==> config.mk <==
export PLATFORM = sky130hd
export DESIGN_NAME = i2c_xfer_offload
export DESIGN_NICKNAME = d
export VERILOG_FILES = /design/src/rtl/i2c_ofl_pkg.sv /design/src/rtl/ofl_regs.sv /design/src/rtl/ofl_rxbuf.sv /design/src/rtl/ofl_seq.sv /design/src/rtl/i2c_xfer_offload.sv
export SDC_FILE = /design/constraint.sdc
export NUM_CORES = 1
export LEC_CHECK = 0
export BUFFER_PORTS_ARGS = -buffer_cell sky130_fd_sc_hd__clkbuf_2
export CORE_MARGIN = 5
export CORE_UTILIZATION = 44
export DETAILED_ROUTE_END_ITERATION = 7
export PLACE_DENSITY = 0.71
export SYNTH_ARGS = -nofsm -noshare
export SYNTH_HDL_FRONTEND = slang
export SYNTH_HIERARCHICAL = 1
export SYNTH_SLANG_ARGS = --single-unit
==> constraint.sdc <==
create_clock -name clk -period 6.62 [get_ports clk]
set_input_delay 0.993 -clock clk [delete_from_list [all_inputs] [get_ports clk]]
set_output_delay 0.993 -clock clk [all_outputs]
set_load 0.005 [all_outputs]
==> src/rtl/i2c_ofl_pkg.sv <==
package i2c_ofl_pkg;

  localparam int unsigned BUS_AW = 8;
  localparam int unsigned DW     = 32;
  localparam int unsigned NBYTES = 8;
  localparam int unsigned IDX_W  = $clog2(NBYTES);
  localparam int unsigned SLV_AW = 10;
  localparam int unsigned BUF_W  = NBYTES * 8;
  localparam int unsigned CTRL_W = 20;

  localparam logic [BUS_AW-1:0] OFS_TX_LO = 8'hC0;
  localparam logic [BUS_AW-1:0] OFS_TX_HI = 8'hC4;
  localparam logic [BUS_AW-1:0] OFS_RX_LO = 8'hC8;
  localparam logic [BUS_AW-1:0] OFS_RX_HI = 8'hCC;
  localparam logic [BUS_AW-1:0] OFS_CTRL  = 8'hD0;
  localparam logic [BUS_AW-1:0] OFS_STAT  = 8'hD4;
  localparam logic [BUS_AW-1:0] OFS_CAUSE = 8'hD8;
  localparam logic [BUS_AW-1:0] OFS_MASK  = 8'hDC;

  localparam int unsigned CB_RD  = 1;
  localparam int unsigned CB_ADR = 2;
  localparam int unsigned CB_TEN = 12;
  localparam int unsigned CB_TXN = 13;
  localparam int unsigned CB_RXN = 16;
  localparam int unsigned CB_GO  = 19;

  typedef enum logic [2:0] {
    OP_START = 3'd0,
    OP_WRITE = 3'd1,
    OP_READ  = 3'd2,
    OP_STOP  = 3'd3
  } eng_op_e;

  typedef enum logic [2:0] {
    SQ_IDLE, SQ_START, SQ_ADR1, SQ_ADR2, SQ_WDAT, SQ_RDAT, SQ_STOP
  } seq_st_e;

  typedef struct packed {
    logic              rd;
    logic              ten;
    logic [SLV_AW-1:0] addr;
    logic [IDX_W-1:0]  txn;
    logic [IDX_W-1:0]  rxn;
  } xfer_cfg_t;

endpackage

==> src/rtl/ofl_regs.sv <==
module ofl_regs
  import i2c_ofl_pkg::*;
(
  input  logic              clk,
  input  logic              rst_n,
  input  logic              we,
  input  logic [BUS_AW-1:0] addr,
  input  logic [DW-1:0]     wdata,
  output logic [DW-1:0]     rdata,
  input  logic              busy,
  input  logic              fin,
  input  logic              fin_err,
  input  logic [BUF_W-1:0]  rx_data,
  output logic              start,
  output logic              abort,
  output xfer_cfg_t         cfg,
  output logic [BUF_W-1:0]  tx_data,
  output logic              irq
);

  logic [DW-1:0]     tx_lo_q, tx_hi_q, tx_lo_d, tx_hi_d;
  logic [CTRL_W-1:0] ctrl_q, ctrl_d;
  logic              mask_q, mask_d, cause_q, cause_d, err_q, err_d;
  logic              sel_ctrl, ctrl_we;

  assign sel_ctrl = (addr == OFS_CTRL);
  assign ctrl_we  = we && sel_ctrl;

  always_comb begin
    start   = ctrl_we && !busy && wdata[CB_GO];
    abort   = ctrl_we && busy && !wdata[CB_GO];
    tx_lo_d = tx_lo_q;
    tx_hi_d = tx_hi_q;
    mask_d  = mask_q;
    ctrl_d  = ctrl_q;
    cause_d = cause_q;
    err_d   = err_q;
    if (we && addr == OFS_TX_LO) tx_lo_d = wdata;
    if (we && addr == OFS_TX_HI) tx_hi_d = wdata;
    if (we && addr == OFS_MASK)  mask_d  = wdata[0];
    if (ctrl_we && !busy)        ctrl_d  = wdata[CTRL_W-1:0];
    else if (abort)              ctrl_d  = '0;
    if (fin)                                         cause_d = 1'b1;
    else if (we && addr == OFS_CAUSE && !wdata[0])   cause_d = 1'b0;
    if (start)    err_d = 1'b0;
    else if (fin) err_d = fin_err;
  end

  always_ff @(posedge clk or negedge rst_n) begin
    if (!rst_n) begin
      tx_lo_q <= '0;
      tx_hi_q <= '0;
      ctrl_q  <= '0;
      mask_q  <= 1'b0;
      cause_q <= 1'b0;
      err_q   <= 1'b0;
    end else begin
      tx_lo_q <= tx_lo_d;
      tx_hi_q <= tx_hi_d;
      ctrl_q  <= ctrl_d;
      mask_q  <= mask_d;
      cause_q <= cause_d;
      err_q   <= err_d;
    end
  end

  always_comb begin
    unique case (addr)
      OFS_TX_LO: rdata = tx_lo_q;
      OFS_TX_HI: rdata = tx_hi_q;
      OFS_RX_LO: rdata = rx_data[DW-1:0];
      OFS_RX_HI: rdata = rx_data[BUF_W-1:DW];
      OFS_CTRL:  rdata = {{(DW-CTRL_W){1'b0}}, ctrl_q};
      OFS_STAT:  rdata = {{(DW-1){1'b0}}, err_q};
      OFS_CAUSE: rdata = {{(DW-1){1'b0}}, cause_q};
      OFS_MASK:  rdata = {{(DW-1){1'b0}}, mask_q};
      default:   rdata = '0;
    endcase
  end

  assign cfg.rd   = ctrl_q[CB_RD];
  assign cfg.ten  = ctrl_q[CB_TEN];
  assign cfg.addr = ctrl_q[CB_ADR +: SLV_AW];
  assign cfg.txn  = ctrl_q[CB_TXN +: IDX_W];
  assign cfg.rxn  = ctrl_q[CB_RXN +: IDX_W];
  assign tx_data  = {tx_hi_q, tx_lo_q};
  assign irq      = cause_q && mask_q;

  // a completion always leaves the cause bit set, even against a clear
  a_r9_cause_set: assert property (@(posedge clk) disable iff (!rst_n)
    fin |=> cause_q);

  // go while busy leaves the control word untouched
  a_r12_go_ignored: assert property (@(posedge clk) disable iff (!rst_n)
    (ctrl_we && busy && wdata[CB_GO]) |=> $stable(ctrl_q));

  // a fresh transfer starts with a clean error bit
  a_r8_err_fresh: assert property (@(posedge clk) disable iff (!rst_n)
    start |=> !err_q);

endmodule

==> src/rtl/ofl_rxbuf.sv <==
module ofl_rxbuf
  import i2c_ofl_pkg::*;
(
  input  logic             clk,
  input  logic             rst_n,
  input  logic             clr,
  input  logic             we,
  input  logic [IDX_W-1:0] idx,
  input  logic [7:0]       byte_in,
  output logic [BUF_W-1:0] data
);

  logic [7:0] lane_q [NBYTES];
  logic [7:0] lane_d [NBYTES];

  for (genvar g = 0; g < NBYTES; g++) begin : g_lane
    always_comb begin
      lane_d[g] = lane_q[g];
      if (clr)                                  lane_d[g] = '0;
      else if (we && idx == IDX_W'(g))          lane_d[g] = byte_in;
    end

    always_ff @(posedge clk or negedge rst_n) begin
      if (!rst_n) lane_q[g] <= '0;
      else        lane_q[g] <= lane_d[g];
    end

    assign data[g*8 +: 8] = lane_q[g];
  end

  // the receive words are empty at the start of every transfer
  a_r7_rx_clear: assert property (@(posedge clk) disable iff (!rst_n)
    clr |=> (data == '0));

endmodule

==> src/rtl/ofl_seq.sv <==
module ofl_seq
  import i2c_ofl_pkg::*;
(
  input  logic             clk,
  input  logic             rst_n,
  input  logic             start,
  input  logic             abort,
  input  xfer_cfg_t        cfg,
  input  logic [BUF_W-1:0] tx_data,
  input  logic             eng_done,
  input  logic             eng_nack,
  output logic             cmd_valid,
  output eng_op_e          cmd_op,
  output logic [7:0]       cmd_byte,
  output logic             cmd_ack,
  output logic             rx_we,
  output logic [IDX_W-1:0] rx_idx,
  output logic             fin,
  output logic             fin_err,
  output logic             busy
);

  seq_st_e          st_q, st_d;
  logic [IDX_W-1:0] idx_q, idx_d;
  logic             err_q, err_d;
  seq_st_e          after_adr;

  assign after_adr = cfg.rd ? SQ_RDAT : SQ_WDAT;

  always_comb begin
    st_d  = st_q;
    idx_d = idx_q;
    err_d = err_q;
    fin   = 1'b0;
    rx_we = 1'b0;
    if (abort) begin
      st_d = SQ_IDLE;
    end else begin
      unique case (st_q)
        SQ_IDLE: if (start) begin
          st_d  = SQ_START;
          idx_d = '0;
          err_d = 1'b0;
        end
        SQ_START: if (eng_done) st_d = SQ_ADR1;
        SQ_ADR1: if (eng_done) begin
          if (eng_nack) begin
            st_d  = SQ_STOP;
            err_d = 1'b1;
          end else begin
            st_d = cfg.ten ? SQ_ADR2 : after_adr;
          end
        end
        SQ_ADR2: if (eng_done) begin
          if (eng_nack) begin
            st_d  = SQ_STOP;
            err_d = 1'b1;
          end else begin
            st_d = after_adr;
          end
        end
        SQ_WDAT: if (eng_done) begin
          if (eng_nack) begin
            st_d  = SQ_STOP;
            err_d = 1'b1;
          end else if (idx_q == cfg.txn) begin
            st_d = SQ_STOP;
          end else begin
            idx_d = idx_q + 1'b1;
          end
        end
        SQ_RDAT: if (eng_done) begin
          rx_we = 1'b1;
          if (idx_q == cfg.rxn) st_d = SQ_STOP;
          else                  idx_d = idx_q + 1'b1;
        end
        SQ_STOP: if (eng_done) begin
          fin  = 1'b1;
          st_d = SQ_IDLE;
        end
        default: st_d = SQ_IDLE;
      endcase
    end
  end

  always_ff @(posedge clk or negedge rst_n) begin
    if (!rst_n) begin
      st_q  <= SQ_IDLE;
      idx_q <= '0;
      err_q <= 1'b0;
    end else begin
      st_q  <= st_d;
      idx_q <= idx_d;
      err_q <= err_d;
    end
  end

  always_comb begin
    cmd_byte = '0;
    unique case (st_q)
      SQ_START: cmd_op = OP_START;
      SQ_ADR1: begin
        cmd_op   = OP_WRITE;
        cmd_byte = cfg.ten ? {5'b11110, cfg.addr[9:8], cfg.rd}
                           : {cfg.addr[6:0], cfg.rd};
      end
      SQ_ADR2: begin
        cmd_op   = OP_WRITE;
        cmd_byte = cfg.addr[7:0];
      end
      SQ_WDAT: begin
        cmd_op   = OP_WRITE;
        cmd_byte = tx_data[{idx_q, 3'b000} +: 8];
      end
      SQ_RDAT: cmd_op = OP_READ;
      default: cmd_op = OP_STOP;
    endcase
  end

  assign busy      = (st_q != SQ_IDLE);
  assign cmd_valid = busy;
  assign cmd_ack   = (idx_q != cfg.rxn);
  assign rx_idx    = idx_q;
  assign fin_err   = err_q;

  // a started transfer opens with START
  a_r4_start_first: assert property (@(posedge clk) disable iff (!rst_n)
    (start && !busy) |=> (cmd_valid && cmd_op == OP_START));

  // the NACKed final read byte is followed by STOP
  a_r7_last_nack_stop: assert property (@(posedge clk) disable iff (!rst_n)
    (cmd_valid && cmd_op == OP_READ && !cmd_ack && eng_done && !abort)
      |=> (cmd_valid && cmd_op == OP_STOP));

  // a slave NACK on any written byte leads straight to STOP
  a_r8_nack_stop: assert property (@(posedge clk) disable iff (!rst_n)
    (cmd_valid && cmd_op == OP_WRITE && eng_done && eng_nack && !abort)
      |=> (cmd_valid && cmd_op == OP_STOP));

  // an abandon silences the engine command the next cycle
  a_r11_abort_quiet: assert property (@(posedge clk) disable iff (!rst_n)
    abort |=> !cmd_valid);

endmodule

==> src/rtl/i2c_xfer_offload.sv <==
module i2c_xfer_offload
  import i2c_ofl_pkg::*;
(
  input  logic              clk,
  input  logic              rst_n,
  input  logic              bus_we,
  input  logic [BUS_AW-1:0] bus_addr,
  input  logic [DW-1:0]     bus_wdata,
  output logic [DW-1:0]     bus_rdata,
  output logic              eng_cmd_valid,
  output logic [2:0]        eng_cmd_op,
  output logic [7:0]        eng_cmd_byte,
  output logic              eng_cmd_ack,
  input  logic              eng_done,
  input  logic              eng_nack,
  input  logic [7:0]        eng_rx_byte,
  output logic              irq
);

  logic [1:0]       rst_sync_q;
  logic             rst_int_n;
  logic             start, abort, busy, fin, fin_err, rx_we;
  logic [IDX_W-1:0] rx_idx;
  logic [BUF_W-1:0] tx_data, rx_data;
  xfer_cfg_t        cfg;
  eng_op_e          op;

  always_ff @(posedge clk or negedge rst_n) begin
    if (!rst_n) rst_sync_q <= 2'b00;
    else        rst_sync_q <= {rst_sync_q[0], 1'b1};
  end
  assign rst_int_n = rst_sync_q[1];

  ofl_regs u_regs (
    .clk     (clk),
    .rst_n   (rst_int_n),
    .we      (bus_we),
    .addr    (bus_addr),
    .wdata   (bus_wdata),
    .rdata   (bus_rdata),
    .busy    (busy),
    .fin     (fin),
    .fin_err (fin_err),
    .rx_data (rx_data),
    .start   (start),
    .abort   (abort),
    .cfg     (cfg),
    .tx_data (tx_data),
    .irq     (irq)
  );

  ofl_seq u_seq (
    .clk       (clk),
    .rst_n     (rst_int_n),
    .start     (start),
    .abort     (abort),
    .cfg       (cfg),
    .tx_data   (tx_data),
    .eng_done  (eng_done),
    .eng_nack  (eng_nack),
    .cmd_valid (eng_cmd_valid),
    .cmd_op    (op),
    .cmd_byte  (eng_cmd_byte),
    .cmd_ack   (eng_cmd_ack),
    .rx_we     (rx_we),
    .rx_idx    (rx_idx),
    .fin       (fin),
    .fin_err   (fin_err),
    .busy      (busy)
  );

  ofl_rxbuf u_rxbuf (
    .clk     (clk),
    .rst_n   (rst_int_n),
    .clr     (start),
    .we      (rx_we),
    .idx     (rx_idx),
    .byte_in (eng_rx_byte),
    .data    (rx_data)
  );

  assign eng_cmd_op = op;

endmodule

Yosys cells after proc, flatten, opt, wreduce, memory -nomap -nowiden
Index checks and enable logic that the tools add are counted.
{ "op_classes": {"bitwise": 1, "muxes": 58, "addsub": 1, "reduce_logical": 42, "n_shift": 1, "eq_ne": 41} }
{ "ops": {"columns": ["cell", "n"], "rows": [
  ["$pmux 32 s8", 1],
  ["$mux 8", 17],
  ["$eq 8x8->1 const B", 8],
  ["$shiftx 64x7->8", 1],
  ["$mux 3", 20],
  ["$mux 20", 2],
  ["$pmux 8 s3", 1],
  ["$reduce_bool 2->1", 12],
  ["$eq 3x3->1 const B", 7],
  ["$ne 3x3->1 const B", 7],
  ["$pmux 3 s7", 1],
  ["$logic_and 1x1->1", 19],
  ["$mux 1", 13],
  ["$eq 3x2->1 const B", 4],
  ["$ne 2x2->1 const B", 6],
  ["$pmux 3 s3", 1],
  ["$reduce_and 9->1", 1],
  ["$reduce_and 8->1", 1],
  ["$eq 3x1->1 const B", 2],
  ["$eq 3x3->1", 2],
  ["$logic_not 3->1", 2],
  ["$pmux 2 s3", 1],
  ["$reduce_bool 3->1", 2],
  ["$reduce_and 5->1", 1],
  ["9 further kinds", 12]
]} }
{ "word_totals": {"register_bits": 160, "inputBits": 53, "output_inout_bits": 46} }

Depth between registers and ports, before layout
Gate-level depths: netlist of run 1.
{ "depth": {"depth_word": 8, "ltp_mapped": 10} }

Modules after synthesis
The synthesis of run 1 kept the hierarchy.
{ "by_module_without_submodules": {"columns": ["module", "area_each_um2", "cells_per_inst", "instances"], "rows": [
  ["ofl_regs", 4498.1, 367, 1],
  ["ofl_rxbuf", 2939.1, 236, 1],
  ["ofl_seq", 1260.0, 136, 1],
  ["i2c_xfer_offload", 53.8, 3, 1]
]} }

Least setup slack after synthesis of run 1
OpenSTA, ideal clock, no wires.
{ "synth_path": {"kind": "input -> register", "startpoint": "in bus_addr[3]", "endpoint": "reg u_seq.idx_q[2], in the netlist u_seq/rx_idx[2]", "slack_ps": 3424, "required_ps": 6492, "path_stages": 9, "t_arrival_ps": 3069, "cell_sequence": "buf_2 > nor4_4 > buf_4 > nand3_1 > nor3b_2 > nand2_1 > a211oi_1 > o211ai_1 > mux2_1"} }
{ "synth_via": {"elab_chain_cells": 6, "word_cells_on_any_way": 9} }
{ "synth_rtl": {"columns": ["element", "line", "text"], "rows": [
  ["from (decl)", "i2c_xfer_offload.sv:7", "input logic [BUS_AW-1:0] bus_addr,"],
  ["$eq 8x8->1", "ofl_regs.sv:26", "assign sel_ctrl = (addr == OFS_CTRL);"],
  ["$logic_and 1x1->1", "ofl_regs.sv:27", "assign ctrl_we = we && sel_ctrl;"],
  ["$logic_and 1x1->1 (2 in series)", "ofl_regs.sv:30", "start = ctrl_we && !busy && wdata[CB_GO];"],
  ["via start", "i2c_xfer_offload.sv:22", "logic start, abort, busy, fin, fin_err, rx_we;"],
  ["$ne 2x2->1 (no line)", null, null],
  ["$reduce_and 8->1 (no line)", null, null],
  ["to (signal assigned)", "ofl_seq.sv:93", "idx_q <= idx_d;"],
  ["to (decl)", "ofl_seq.sv:24", "logic [IDX_W-1:0] idx_q, idx_d;"]
]} }
The timed path passes the listed nets, and every way through them passes these cells.
A chain may end at the register's enable or synchronous reset.

Worst setup path in the final report of run 1
{ "layout_path": {"startpoint": "in bus_addr[2]", "endpoint": "out bus_rdata[15]"} }
{ "layout_via": {"elab_chain_cells": 2, "word_cells_on_any_way": 9} }
{ "layout_rtl": {"columns": ["element", "line", "text"], "rows": [
  ["$eq 8x8->1", "ofl_regs.sv:68", "unique case (addr)"],
  ["$pmux 32 s8 *", "ofl_regs.sv:68", null],
  ["to (decl)", "i2c_xfer_offload.sv:9", "output logic [DW-1:0] bus_rdata,"]
]} }
Mark *: on every way between the ends. The rest lies on a longest branch, timed or not.

==> results.toml, run 1 <==
[critical_path]
critPathKind = "input pin to output pin"
required_ns = 5.63
cp_common_cell = "clkbuf_2"
crit_path_start_kind = "input pin"
worst_path_largest_cell_delay_ns = 1.01
endpoint_kind = "output pin"
path_delay_family = "simple AND/OR/NAND/NOR gates"
crit_path_cell_trace = "clkbuf_2 -> nor4b_4 -> a22oi_1 -> nor2_1 -> a221o_1 -> clkbuf_2"
arrival_ns = 3.39
slowest_stage = "nor4b_4"
crit_path_max_fanout = 30
crit_buf_inv = 2

[run]
maxCapViolations = 0

[drt]
drtIter0Drc = 770
vias = 6393
route.detailed.drc = 0
routed_wirelength_um = 24900
ant_nets = 0
routedWlPerCell_um = 23.3
via_per_inst = 6.00
firstDrtPassIters = 5

[sta]
finalClockSkew_ns = 0.00723
setup_viol = 0
rsz0062_at_grt = "false"
finalCritPeriodShare = 0.662
drv_slew = 0
fmax_mhz = 228
worst_slew_pin_slew_ns = 1.07
finalCriticalPeriod_ns = 4.38
slew_headroom = 0.281
fin_tns_setup_ns = 0
hold_viol_final = 0

[clock_network]
root_buffer = "clkbuf_16"
postCtsHoldBufs = 0
cts_resized = 0
htree_levels = 4
cts_tree = "yes"
post-cts-setup-buffers = 0
cts_buffers = 17
clkSinkCount = 160
cts_buffer_depth = 2
clkLatencyLatePin_ns = 0.44
clk_pin_slew_ns = 0.06

[layout]
layout_common_cells = "dfrtp_1, clkbuf_2, mux2i_1, nand2b_1, mux2_2"
antenna_cells = 0
area_growth_pct = 11.9
layout.nets = 841
drive_above_1_share = 0.305
final_core_util = 0.501
final_common_cell = "dfrtp_1"

[global_route]
grt_first_pass_wirelength_um = 38000
grt_antenna_before_repair = 0
grt_max_degree = 73
grt.total_usage = 0.222
grt_pass1_vias = 6389
grt-ovfl-total = 0

[yosys]
ys_types = 58
ys_async_sr_fraction = 1.00
syn_nets = 796
synth_cells = 742
yosys_warnings = 6
synth-edff-count = 0
synth_seq_cells = 160
synthFlopType = "dfrtp_1"
seq_area_frac_synth = 0.458
syn_area_um2 = 8750
synth_area_per_cell_um2 = 11.8

[power]
seqPwrFrac = 0.458
p_sw_w = 0.000712
switching_share = 0.288
cellLeakagePower_nw = 4.82
p_int_w = 0.00176
p_clk_frac = 0.399
power_frac_comb = 0.143
vdd_drop_max_mv = 0.194
power_density_nw_per_um2 = 252

[floorplan]
die-height_um = 151
start_util = 0.448
coreArea_um2 = 19500
chipWidth_um = 151
rows = 51
dieArea_um2 = 22800
io_pins = 99

[place]
dp_hpwl_um = 17400
io_buffer_count = 97
place_congestion = 0.903

[min_path]
min_path_type = "flip-flop to async pin"

[run_status]
status = "finished clean"
## synthesized netlist by cell type, types with 5 or more instances
| master | instances | area (µm²) |
|---|---|---|
| xor2_1 | 6 | 52.6 |
| nand2b_1 | 73 | 457 |
| mux2_2 | 72 | 811 |
| buf_2 | 21 | 105 |
| o21ai_0 | 26 | 130 |
| buf_4 | 23 | 173 |
| or3_1 | 5 | 31.3 |
| mux4_2 | 16 | 360 |
| a22o_1 | 30 | 263 |
| nor3_1 | 6 | 30.0 |
| o22ai_1 | 9 | 56.3 |
| a22oi_1 | 24 | 180 |
| buf_6 | 7 | 78.8 |
| a222oi_1 | 9 | 90.1 |
| a21oi_1 | 8 | 40.0 |
| nand2_1 | 24 | 90.1 |
| mux2i_1 | 93 | 931 |
| nor2_1 | 21 | 78.8 |
| a221o_1 | 11 | 110 |
| dfrtp_1 | 160 | 4000 |
| clkbuf_1 | 30 | 113 |
## kinds of logic after synthesis
kind of cell,synth area share
fa+ha+maj,0.00143
compound gates,0.114
xor+xnor,0.00601
buf+inv,0.0579
mux,0.245
flops,0.458
simple gates,0.117
other cells,0.000858
## cell type report
type                    instances  area (µm²)
clock buffers                  20         447
repair buffers                111         591
inverters                       6        22.5
fillers                      1779        9740
flip-flops and latches        160        4010
well taps                     265         332
multi-input cells             491        4260
clock inverters                12         134
## final timing paths
| path | from | endpoint | slack (ns) | depth (start not counted) |
|---|---|---|---|---|
| worst min-delay path | rst_sync_q[1] | u_rxbuf/data[28] | 0.27 | 0 |
| min in group clk | rst_sync_q[0] | rst_sync_q[1] | 0.36 | 0 |
| worst max-delay path | bus_addr[2] | bus_rdata[15] | 2.24 | 6 |
| worst max register to register | u_seq/st_q[0] | u_rxbuf/data[35] | 3.23 | 8 |
| max in group asynchronous | rst_sync_q[1] | u_regs/tx_hi_q[7] | 5.15 | 1 |
| worst min register to register | rst_sync_q[1] | u_rxbuf/data[28] | 0.27 | 0 |
## routing by layer
| metal | vias up | track usage | part of all wire |
|---|---|---|---|
| met5 | - | 0 | 0 |
| met4 | 0 | 0.0888 | 0.031 |
| met3 | 48 | 0.0458 | 0.078 |
| met2 | 315 | 0.328 | 0.45 |
| met1 | 3218 | 0.321 | 0.44 |
| li1 | 2812 | - | - |
## through the flow
stage	cell area [µm²]	hold slack, ns	cells	total power [W]	setup slack [ns]
after floorplan	8750	0.331	742	0.00137	1.83
after global placement	9210	0.276	1033	0.00149	2.19
after detailed placement	9210	0.281	1033	0.00149	2.16
after CTS	9790	0.288	1065	0.00247	2.30
after global routing	9790	0.311	1065	0.00256	2.05
final	9790	0.267	1065	0.00247	2.24
## state kept, by name, indices dropped and copies added (netlist names)
name            count
u_rxbuf/data       64
u_regs/tx_hi_q     32
u_regs/tx_lo_q     32
u_regs/ctrl_q      20
u_seq/rx_idx        3
u_seq/st_q          3
rst_sync_q          2
u_regs/cause_q      1
u_regs/err_q        1
u_regs/mask_q       1
u_seq/fin_err       1
## power groups by stage
stage	logic (W)	clock network (W)	registers (W)
2_1_floorplan	0.000268	0	0.00110
3_3_place_gp	0.000340	0	0.00115
3_5_place_dp	0.000346	0	0.00115
4_1_cts	0.000348	0.000996	0.00113
5_1_grt	0.000383	0.00104	0.00114
6_report	0.000353	0.000984	0.00113
No activity file was read; power rests on OpenSTA's default activity.
==> inputs of run 2 (changes only) <==
==> constraint.sdc (replaced) <==
create_clock -name clk -period 4.1 [get_ports clk]
set_input_delay 0.615 -clock clk [delete_from_list [all_inputs] [get_ports clk]]
set_output_delay 0.615 -clock clk [all_outputs]
set_load 0.005 [all_outputs]
==> results.toml, run 2 (synthesized netlist as in run 1, its figures left out) <==
[global_route]
grt_pass1_vias = 6384
grt_antenna_before_repair = 0
grt_first_pass_wirelength_um = 38200
grt-ovfl-total = 0
grt.total_usage = 0.225
grt_max_degree = 68

[clock_network]
post-cts-setup-buffers = 0
cts_buffer_depth = 2
htree_levels = 4
cts_tree = "yes"
clk_pin_slew_ns = 0.07
clkLatencyLatePin_ns = 0.44
root_buffer = "clkbuf_16"
clkSinkCount = 160
cts_buffers = 17

[place]
dpl_cell_area_um2 = 9300
post-place-ws_ns = 0.898
dp_hpwl_um = 17800
numPlacedInstances = 1044
place_congestion = 0.918
io_buffer_count = 97

[run_status]
status = "finished clean"

[drt]
routedWlPerCell_um = 23.2
ant_nets = 0
vias = 6447
via_per_inst = 5.99
firstDrtPassIters = 5
drtIter0Drc = 725
routed_wirelength_um = 24900
route.detailed.drc = 0

[sta]
setup_viol = 0
fmax_mhz = 301
slew_headroom = 0.292
hold_viol_final = 0
worst_slew_pin_slew_ns = 1.06
rsz0062_at_grt = "false"
finalCritPeriodShare = 0.810
layout_setup_ws_ns = 0.778
finalCriticalPeriod_ns = 3.32
drv_slew = 0
fin_tns_setup_ns = 0
finalClockSkew_ns = 0.00906

[floorplan]
io_pins = 99
dieArea_um2 = 22800
die-height_um = 151
rows = 51
coreArea_um2 = 19500
chipWidth_um = 151
start_util = 0.448

[critical_path]
crit_path_start_kind = "flip-flop"
r2r_slack_ns = 0.97
critPathKind = "flip-flop to output pin"
crit_path_max_fanout = 17
arrival_ns = 2.71
endpoint_kind = "output pin"
required_ns = 3.48

[power]
total_power_w = 0.00394
vdd_drop_max_mv = 0.345
cellLeakagePower_nw = 4.89
power_density_nw_per_um2 = 399

[run]
maxCapViolations = 0

[layout]
antenna_cells = 0
final_area_um2 = 9880
fill_cells = 1761
final_common_cell = "dfrtp_1"
drive_above_1_share = 0.315
area_growth_pct = 12.9
layout_common_cells = "dfrtp_1, clkbuf_2, mux2i_1, nand2b_1, mux2_2"
largest_register_ff_count = 64
instances_no_fill = 1077
layout.nets = 853

[min_path]
min_path_type = "flip-flop to flip-flop"
## run 2: cell count changes in the layout (fill, tap and decap cells not counted), moves of 2 or more
cell / before / now
buf_4: 14 / 24
clkinv_4: 1 / 3
clkinvlp_4: 5 / 2
inv_6: 2 / 4
## run 2: path summary, 6_finish.rpt
path / start / endpoint / cells after the start
min reg2reg: rst_sync_q[0] / rst_sync_q[1] / 0
min: rst_sync_q[0] / rst_sync_q[1] / 0
max: u_seq/rx_idx[0] / eng_cmd_byte[0] / 5
min in group asynchronous: rst_sync_q[1] / u_rxbuf/data[28] / 0
max reg2reg: u_seq/st_q[1] / u_rxbuf/data[13] / 8
max in group asynchronous: rst_sync_q[1] / u_seq/st_q[0] / 1
## run 2: metrics by stage
step,hold WS (ns),util
final,0.353,0.506
after CTS,0.360,0.506
after floorplan,0.319,-
after global routing,0.385,0.506
after detailed placement,0.343,0.476
after global placement,0.338,0.476
## run 2: layout make-up
class | instances | area (µm²) | area share
clock buffers | 19 | 443 | 0.0448
clock inverters | 13 | 128 | 0.0129
inverters | 6 | 22.5 | 0.00228
multi-input cells | 491 | 4260 | 0.431
flip-flops and latches | 160 | 4010 | 0.405
well taps | 265 | 332 | 0.0335
repair buffers | 123 | 696 | 0.0704
## run 2: layer usage
metal  global-route usage  vias to the layer above  part of all wire
met3               0.0598                       29             0.090
met5                    0                        -                 0
met4               0.0675                        0             0.019
li1                     -                     2839                 -
met2                0.339                      302              0.46
met1                0.319                     3277              0.43
## run 2: critical path: stages, from the launching register on
cell      delay [ns]
dfrtp_1         0.96
buf_4           0.29
mux4_2          0.49
mux2i_1         0.24
o22ai_1         0.15
clkbuf_2        0.14
## run 2: timing repair
action,in CTS,in global routing
gates resized for setup,0,0
endpoints found under the hold margin,2,0
hold buffers,1,0
## run 2: where the power goes
group          total, W  internal (W)  leakage, nW  switching [W]
Clock           0.00154      0.000863        0.277       0.000680
Sequential      0.00181       0.00168         2.18       0.000127
Combinational  0.000593      0.000248         2.43       0.000344
==> inputs of run 3 (changes only) <==
==> constraint.sdc (replaced) <==
create_clock -name clk -period 3.25 [get_ports clk]
set_input_delay 0.4875 -clock clk [delete_from_list [all_inputs] [get_ports clk]]
set_output_delay 0.4875 -clock clk [all_outputs]
set_load 0.005 [all_outputs]
==> results.toml, run 3 (synthesized netlist as in run 1, its figures left out) <==
[run_status]
status = "finished clean"

[layout]
layout.nets = 860
layout_common_cells = "dfrtp_1, clkbuf_2, mux2i_1, nand2b_1, mux2_2"
largest_register_ff_count = 64
drive_above_1_share = 0.320
final_common_cell = "dfrtp_1"
antenna_cells = 0
final_area_um2 = 9970
area_growth_pct = 14.0

[sta]
worst_slew_pin_slew_ns = 0.988
rsz0062_at_grt = "false"
hold_viol_final = 0
drv_slew = 0
slew_headroom = 0.341
finalClockSkew_ns = 0.0104
setup_viol = 0
finalCriticalPeriod_ns = 2.91
fin_tns_setup_ns = 0
finalCritPeriodShare = 0.894
fmax_mhz = 344

[global_route]
grt-ovfl-total = 0
grt_first_pass_wirelength_um = 38400
grt_antenna_before_repair = 0
grt.total_usage = 0.225
grt_pass1_vias = 6429
grt_max_degree = 75

[clock_network]
root_buffer = "clkbuf_16"
cts_resized = 0
postCtsHoldBufs = 1
post-cts-setup-buffers = 0
clkLatencyLatePin_ns = 0.42
cts_buffers = 17
cts_buffer_depth = 2
clk_pin_slew_ns = 0.06
cts_tree = "yes"
htree_levels = 4
clkSinkCount = 160

[critical_path]
slowest_stage = "dfrtp_1"
path_delay_family = "flip-flops"
crit_buf_inv = 1
crit_path_start_kind = "flip-flop"
critPathKind = "flip-flop to output pin"
crit_path_cell_trace = "mux4_2 -> mux2i_1 -> o22ai_1 -> clkbuf_2"
crit_path_max_fanout = 24
endpoint_kind = "output pin"
arrival_ns = 2.42
required_ns = 2.76
worst_path_largest_cell_delay_ns = 0.99

[power]
cellLeakagePower_nw = 4.94
power_density_nw_per_um2 = 502
vdd_drop_max_mv = 0.390

[drt]
routed_wirelength_um = 25300
route.detailed.drc = 0
vias = 6391
ant_nets = 0
via_per_inst = 5.90
firstDrtPassIters = 5
drtIter0Drc = 772
routedWlPerCell_um = 23.3

[run]
maxCapViolations = 0

[place]
dp_hpwl_um = 17900
place_congestion = 0.885
dpl_cell_area_um2 = 9390
io_buffer_count = 97

[floorplan]
coreArea_um2 = 19500
start_util = 0.448
io_pins = 99
dieArea_um2 = 22800
rows = 51
die-height_um = 151
chipWidth_um = 151

[min_path]
min_path_type = "input pin to flip-flop"
[run 3: changes by cell type in the layout (fill, tap and decap cells not counted)]
| cell | delta |
|---|---|
| clkinvlp_4 | -2 |
| buf_12 | +3 |
| clkbuf_1 | +1 |
| clkinv_2 | +3 |
| clkinv_4 | -2 |
| inv_6 | -2 |
| buf_4 | +4 |
| clkbuf_8 | +3 |
| inv_8 | -1 |
[run 3: layout make-up]
cell class / count / area, µm²
Fill cell: 1738 / 9550
Sequential cell: 160 / 4010
Multi-Input combinational cell: 491 / 4260
Tap cell: 265 / 332
Clock buffer: 23 / 488
Clock inverter: 9 / 81.3
Inverter: 6 / 22.5
Timing Repair Buffer: 130 / 786
[run 3: through the flow]
| stage | hold WS [ns] | setup WS, ns | util | instances | total power, W |
|---|---|---|---|---|---|
| 4_1_cts | 0.287 | 0.407 | 0.511 | 1084 | 0.00501 |
| 6_report | 0.297 | 0.344 | 0.511 | 1084 | 0.00500 |
| 2_1_floorplan | 0.192 | 0.559 | - | 742 | 0.00279 |
| 5_1_grt | 0.300 | 0.256 | 0.511 | 1084 | 0.00521 |
| 3_3_place_gp | 0.273 | 0.494 | 0.481 | 1051 | 0.00306 |
| 3_5_place_dp | 0.274 | 0.460 | 0.481 | 1051 | 0.00308 |
[run 3: report_power, final]
part           switching (W)  total, W  internal (W)
Clock               0.000811   0.00195       0.00114
Combinational       0.000466  0.000801      0.000334
Sequential          0.000133   0.00226       0.00212
Total                0.00141   0.00500       0.00359
[run 3: worst paths after layout]
| check | start | slack (ns) | end | cells past startpoint |
|---|---|---|---|---|
| setup reg to reg | u_seq/st_q[2] | 0.65 | u_rxbuf/data[36] | 9 |
| min in group asynchronous | rst_n | 0.38 | rst_sync_q[1] | 2 |
| hold / removal | bus_wdata[26] | 0.30 | u_regs/tx_hi_q[26] | 2 |
| max in group asynchronous | rst_sync_q[1] | 2.04 | u_regs/tx_lo_q[22] | 1 |
| hold reg to reg | rst_sync_q[0] | 0.36 | rst_sync_q[1] | 0 |
| setup / recovery | u_seq/rx_idx[1] | 0.34 | eng_cmd_byte[1] | 4 |
[run 3: layer usage]
metal  GRT usage  up-vias  share of wire
met4      0.0684        0          0.022
met5           0        -              0
met2       0.342      307           0.46
met3      0.0500       26          0.085
met1       0.324     3215           0.43
li1            -     2843              -
